## config.mk

```make
export PLATFORM = sky130hd
export DESIGN_NAME = cwreg_block_target
export DESIGN_NICKNAME = d
export VERILOG_FILES = /design/src/rtl/cwreg_block_target.sv
export SDC_FILE = /design/constraint.sdc
export NUM_CORES = 1
export LEC_CHECK = 0
export BUFFER_PORTS_ARGS = -buffer_cell sky130_fd_sc_hd__buf_2
export CORE_MARGIN = 2
export CORE_UTILIZATION = 60
export DETAILED_ROUTE_END_ITERATION = 10
export PLACE_DENSITY = 0.77
export SETUP_SLACK_MARGIN = 0.02
export SYNTH_ARGS = -nofsm -noshare
export SYNTH_HDL_FRONTEND = slang
export SYNTH_SLANG_ARGS = --single-unit
```

## constraint.sdc

```tcl
create_clock -name clk -period 4.6 [get_ports clk]
set_input_delay 0.92 -clock clk [delete_from_list [all_inputs] [get_ports clk]]
set_output_delay 0.92 -clock clk [all_outputs]
set_load 0.02 [all_outputs]
```

## src/rtl/cwreg_block_target.sv

```systemverilog
module cwreg_block_target #(
  parameter int DEPTH         = 32,
  parameter int DEFINED_BYTES = 31,
  parameter int RO_BYTES      = 8,
  parameter logic [8*RO_BYTES-1:0] ID_VALUE = 64'h0807_0605_0403_0201
) (
  input  logic       clk,
  input  logic       rst_n,
  input  logic       frame_start,
  input  logic       frame_stop,
  input  logic       rx_valid,
  input  logic [7:0] rx_byte,
  input  logic       rd_req,
  output logic [7:0] tx_byte
);
  localparam int AW = $clog2(DEPTH);
  localparam logic [7:0] ST_OK    = 8'h01;
  localparam logic [7:0] ST_ABORT = 8'h10;

  logic [7:0]  mem [DEPTH];
  logic [3:0]  bcnt;
  logic        c_begin, c_end, c_pec;
  logic [1:0]  c_sz;
  logic [7:0]  cnt, ahi, alo;
  logic [31:0] wdata;
  logic [31:0] rdata;
  logic [7:0]  status;
  logic [2:0]  rptr;

  logic        frame_end, eval;
  logic [2:0]  wn;
  logic [7:0]  base;
  logic [8:0]  want_total, data_lim, last_addr;
  logic        frame_ok, rd_ok, wr_ok;
  logic [AW-1:0] rb;

  assign frame_end  = frame_start | frame_stop;
  assign eval       = frame_end && (bcnt > 4'd1);
  assign wn         = (c_sz == 2'd1) ? 3'd1 : (c_sz == 2'd2) ? 3'd2 : (c_sz == 2'd3) ? 3'd4 : 3'd0;
  assign base       = {alo[7:2], alo[1] & (c_sz != 2'd3), alo[0] & (c_sz == 2'd1)};
  assign want_total = 9'd2 + {1'b0, cnt} + {8'd0, c_pec};
  assign data_lim   = 9'd2 + {1'b0, cnt};
  assign last_addr  = {1'b0, base} + {6'd0, wn} - 9'd1;
  assign frame_ok   = c_begin && c_end && (cnt == 8'd4 + {5'd0, wn}) &&
                      ({5'd0, bcnt} == want_total) && (ahi == 8'd0) &&
                      ({1'b0, alo} < 9'(DEPTH));
  assign rd_ok      = frame_ok && (c_sz == 2'd0);
  assign wr_ok      = frame_ok && (c_sz != 2'd0) && ({1'b0, base} >= 9'(RO_BYTES)) &&
                      (last_addr <= 9'(DEFINED_BYTES - 1));
  assign rb         = {alo[AW-1:2], 2'b00};

  always_ff @(posedge clk) begin
    if (!rst_n) begin
      bcnt    <= '0;
      c_begin <= 1'b0;
      c_end   <= 1'b0;
      c_pec   <= 1'b0;
      c_sz    <= '0;
      cnt     <= '0;
      ahi     <= '0;
      alo     <= '0;
      wdata   <= '0;
    end else if (frame_end) begin
      bcnt <= '0;
    end else if (rx_valid) begin
      if (bcnt != 4'hF) bcnt <= bcnt + 4'd1;
      case (bcnt)
        4'd0: begin
          c_begin <= rx_byte[7];
          c_end   <= rx_byte[6];
          c_pec   <= rx_byte[4];
          c_sz    <= rx_byte[3:2];
        end
        4'd1: cnt <= rx_byte;
        4'd4: ahi <= rx_byte;
        4'd5: alo <= rx_byte;
        default: ;
      endcase
      if (bcnt >= 4'd6 && {5'd0, bcnt} < data_lim)
        wdata <= {wdata[23:0], rx_byte};
    end
  end

  always_ff @(posedge clk) begin
    if (!rst_n) begin
      for (int i = 0; i < DEPTH; i++)
        mem[i] <= (i < RO_BYTES) ? ID_VALUE[8*(i % RO_BYTES) +: 8] : 8'h00;
      status <= ST_OK;
      rdata  <= '0;
    end else if (eval) begin
      if (c_sz == 2'd0) begin
        status <= rd_ok ? ST_OK : ST_ABORT;
        rdata  <= rd_ok ? {mem[rb + AW'(3)], mem[rb + AW'(2)], mem[rb + AW'(1)], mem[rb]} : 32'd0;
      end else begin
        status <= wr_ok ? ST_OK : ST_ABORT;
        if (wr_ok)
          for (int k = 0; k < 4; k++)
            if (k < int'(wn)) mem[base[AW-1:0] + AW'(k)] <= wdata[8*k +: 8];
      end
    end
  end

  always_ff @(posedge clk) begin
    if (!rst_n)                        rptr <= '0;
    else if (frame_start)              rptr <= '0;
    else if (rd_req && rptr != 3'd6)   rptr <= rptr + 3'd1;
  end

  always_comb begin
    case (rptr)
      3'd0:    tx_byte = 8'h05;
      3'd1:    tx_byte = status;
      3'd2:    tx_byte = rdata[31:24];
      3'd3:    tx_byte = rdata[23:16];
      3'd4:    tx_byte = rdata[15:8];
      3'd5:    tx_byte = rdata[7:0];
      default: tx_byte = 8'hFF;
    endcase
  end
endmodule

```

== Yosys cells after proc, flatten, opt, wreduce, memory -nomap -nowiden ==
Memory sizes are Yosys's and may differ from the RTL's. A register that Yosys moved wholly into a read port is not among the register bits.
Cells that the tools add are included.

* Bits in registers: 108
* Memory bits (writable): 256
* Bits of input ports: 14
* Output and inout port bits: 8
* Logic and storage cells: 134
* Memories: 1

{| class="wikitable"
|+ Memories
! name !! depth !! width !! read ports !! clocked after memory_dff !! wr ports !! line !! source
|-
| mem || 32 || 8 || 4 || 1 || 32 || 20 || <nowiki>logic [7:0] mem [DEPTH];</nowiki>
|}

* Add/sub/neg operators: 13
* $lt $le $gt $ge: 10
* Equal/unequal tests: 16
* Mux-type cells: 47
* Bitwise gates (word level): 5
* Reductions and logical operators: 30

{| class="wikitable"
|+ Operators by type and width
! operator !! number
|-
| $pmux 8 s6 || 1
|-
| $mux 5 || 9
|-
| $mux 32 || 1
|-
| $mux 8 || 4
|-
| $reduce_or 8->1 || 4
|-
| $mux 1 || 29
|-
| $add 5x2->5 const B || 4
|-
| $reduce_and 3->1 || 5
|-
| $logic_and 1x1->1 || 12
|-
| $add 5x1->5 const B || 2
|-
| $add 2x8->9 const A || 1
|-
| $add 8x3->9 || 1
|-
| $add 9x1->9 || 1
|-
| $eq 4x9->1 || 1
|-
| $le 9x5->1 const B || 1
|-
| $lt 4x9->1 || 1
|-
| $mux 3 || 3
|-
| $sub 9x1->9 const B || 1
|-
| $eq 4x3->1 const B || 2
|-
| $eq 8x4->1 || 1
|-
| $ge 8x4->1 const B || 1
|-
| $logic_not 8->1 || 1
|-
| $lt 8x6->1 const B || 1
|-
| $eq 3x2->1 const B || 2
|-
| 24 further kinds || 32
|}

== Depth between registers and ports, before layout ==
* Word-level depth: 20
* Gate-level depth with buffers: 18

== Worst setup path after synthesis ==
Ideal clock, no wire load.

* Kind: register -> register
* From: reg c_sz[0]
* To: mem mem[4][0] (enable)
* Arrival time: 3.623 ns
* Slack: 0.593 ns
* Cell stages (with the launch flop): 19
* Buffers on the path: 4
* Cell sequence: dfxtp_1 -> buf_4 -> nand2_1 -> nand2_1 -> ha_1 -> inv_1 -> ha_1 -> inv_1 -> fa_1 -> nand2b_1 -> a21oi_1 -> mux2i_1 -> a311oi_1 -> and4_1 -> buf_6 -> buf_6 -> nand4_2 -> buf_2 -> o21ai_0

{| class="wikitable"
|+ RTL lines
! what !! line !! source
|-
| start: declaration || 23 || <nowiki>logic [1:0] c_sz;</nowiki>
|-
| start signal: assignment || 72 || <nowiki>c_sz <= rx_byte[3:2];</nowiki>
|-
| end: declaration || 20 ||
|}

==> out/results.txt <==
Outcome = finished, final reports clean
Initial Utilization = 60.9%
Dpl hpwl = 38.8 mm
TNS Setup = 0 ps
Drt total wl = 58.8 mm
Avg Inst Size Synth = 10.9 um2
Post-route clock period utilization = 95.0%
DIE HEIGHT = 183 um
Post-synth EDFFs = 256
Antenna violations before repair = 1
Clk_skew = 33.0 ps
Clock latency on the worst-skew pair = 540 ps
Pwr dens = 340 nW/um2
Post-synthesis adder-cell area fraction = 2.44%
Ant. Diodes = 0
Via count = 15400
# port buffers = 21
Largest net degree at the start of global routing = 68
Avg WL per Cell = 27.6 um
Most frequent cell after synthesis = edfxtp_1
First-pass GRT wire length = 88.6 mm
Post-Synth Simple-Gate Area = 15.3%
Max Slew Vio Count = 0
H-tree level count = 2
Post-cts gate resize count = 0
Post-cts hold buffer count = 0
Flop-to-flop setup slack = 230 ps
Final hold vios = 0
I/O pins = 22
Core Region = 31600 um2
Fmax = 229 MHz
GRT Total Usage = 35.2%
Post-synth ARST share = 0%
Most used DFF post-synth = edfxtp_1
Synthesized area = 19200 um2
Reg clk slew, reported paths = 70 ps
Rel. slew slack = 22.7%
Layout cells sized above 1 = 13.1%
Vias in the first global route = 14700
Max IR drop VDD = 0.000281 V
CTS tree = built
Worst Tran Pin Value = 1160 ps
Design area = 20800 um2
Top post-synthesis cells by count = edfxtp_1 (256), nand2_1 (206), nor2_1 (145)
Seq/Total Area, Yosys = 51.0%
Xor/xnor share of the synthesized area = 0.866%
Placed cell count = 2061
Top cells by area, synth = edfxtp_1 (40%), dfxtp_1 (11%), mux4_2 (7.5%)
Critical path class = reg2reg
Clk buf depth = 3
WP data arrival = 4550 ps
Grt ovf = 0
TritonRoute pass-1 iters = 11
Setup bufs post-CTS = 0
GP Congestion = 0.998
Clock Sinks = 361
Antenna Nets Post-Route = 0
RSZ-0062 raised after global routing = false
Die width = 183 um
CTS root buf = clkbuf_16
Cell Rows = 65
Number of DRC markers in iteration 0 = 2315
Critical path launch point type = flop
Worst endpoint required time = 4780 ps
Cells after synthesis = 1767
Fillers = 2373
Yosys reg bits = 361
Warnings from Yosys = 0
Largest area contributor in the netlist = edfxtp_1
Die area = 33500 um2
Mapped Nets = 1817
Non-filler cells, final = 2130
Placed cell areas = 19500 um2
Crit. End Element = flop
Clock period minus worst slack = 4370 ps
Largest family of logic cells by synthesized area = simple AND/OR/NAND/NOR gates
Leakage power = 7.22 nW
Final setup violating endpoints = 0
DRC viols = 0
Share of the synthesized area in the top cell type = 40.0%
Layout area overhead = 8.16%
Complex-gate fraction of the synthesized area = 14.9%
Nets = 1749
WHS = 453 ps
Mux contribution to synthesized area = 10.6%
Largest fanout on the critical path = 25
Vias/cell = 7.23
Count of cell types in the netlist = 67
Tightest Hold Check Type = reg2reg
Total CTS buffers = 38
Max Cap Violations = 0
## layout by cell type, fill, tap and decap left out, drive strengths merged, types with 35 or more instances in the layout
| cell | count |
|---|---|
| ha | 35 |
| buf | 81 |
| nand2 | 206 |
| a32o | 71 |
| and3 | 86 |
| a22oi | 38 |
| nand3 | 87 |
| mux2i | 50 |
| dfxtp | 105 |
| nor2 | 145 |
| clkbuf | 57 |
| a21oi | 112 |
| edfxtp | 256 |
| a32oi | 41 |
| mux4 | 64 |
## state kept, by name (all words and copies together), names as in the netlist, named ones only
name	count
mem	256
rdata	32
wdata	32
ahi	8
alo	8
cnt	8
bcnt	4
rptr	3
c_sz	2
status	2
c_begin	1
c_end	1
c_pec	1
## power by group
part           switching [mW]  internal [mW]  total [mW]
Sequential             0.0502           3.59        3.64
Clock                    1.27           1.91        3.18
Combinational           0.157         0.0894       0.246
Total                    1.48           5.59        7.06
## worst paths after layout
kind	depth (start not counted)	endpoint	start
worst max-delay path	13	mem[17][7]$_DFFE_PP_	alo[1]$_SDFFE_PN0P_
worst min-delay path	2	rdata[17]$_SDFFE_PN0P_	rdata[17]$_SDFFE_PN0P_
worst min register to register	2	rdata[17]$_SDFFE_PN0P_	rdata[17]$_SDFFE_PN0P_
worst max register to register	13	mem[17][7]$_DFFE_PP_	alo[1]$_SDFFE_PN0P_
## layout make-up
type | count | area (um2) | share of cell area [%]
clock buffer | 57 | 1080 | 5.21
clock inverter | 12 | 185 | 0.891
inverter | 32 | 123 | 0.590
multi-input combinational | 1185 | 8510 | 40.9
sequential | 361 | 9800 | 47.2
tap | 402 | 503 | 2.42
timing repair buffer | 81 | 581 | 2.79
## stage by stage
step / total power, mW / setup WS [ps] / utilization [%]
CTS: 7.06 / 329 / 65.9
finish: 7.06 / 230 / 65.9
global placement: 3.93 / 509 / 61.8
detailed placement: 3.95 / 368 / 61.8
floorplan: 3.83 / 593 / -
global route: 7.22 / 43.6 / 65.9
## layer usage
metal	GRT usage (%)	part of all wire (%)	up-vias
met5	0	0	-
met4	15.8	5.1	0
met3	10.2	15	225
met2	53.5	44	1259
met1	47.3	36	7323
li1	-	-	6589
## logic make-up after synthesis
kind of cell | after synthesis
muxes | 122
AOI/OAI and AO/OA | 384
adders and majority gates | 37
and+or+nand+nor | 623
buffers and inverters | 221
xor gates and xnor gates | 19
DFF | 361
## critical path, cell delays in order (launching register included)
cell and delay (ps):
dfxtp_1 510, nand2_1 220, ha_1 320, inv_1 60, ha_1 160, inv_1 60, fa_1 450, nand2b_1 160
a21oi_1 150, mux2i_1 90, a311oi_1 190, and4_1 460, and4_2 720, a211o_1 430
(Power assumes the default switching activity.)
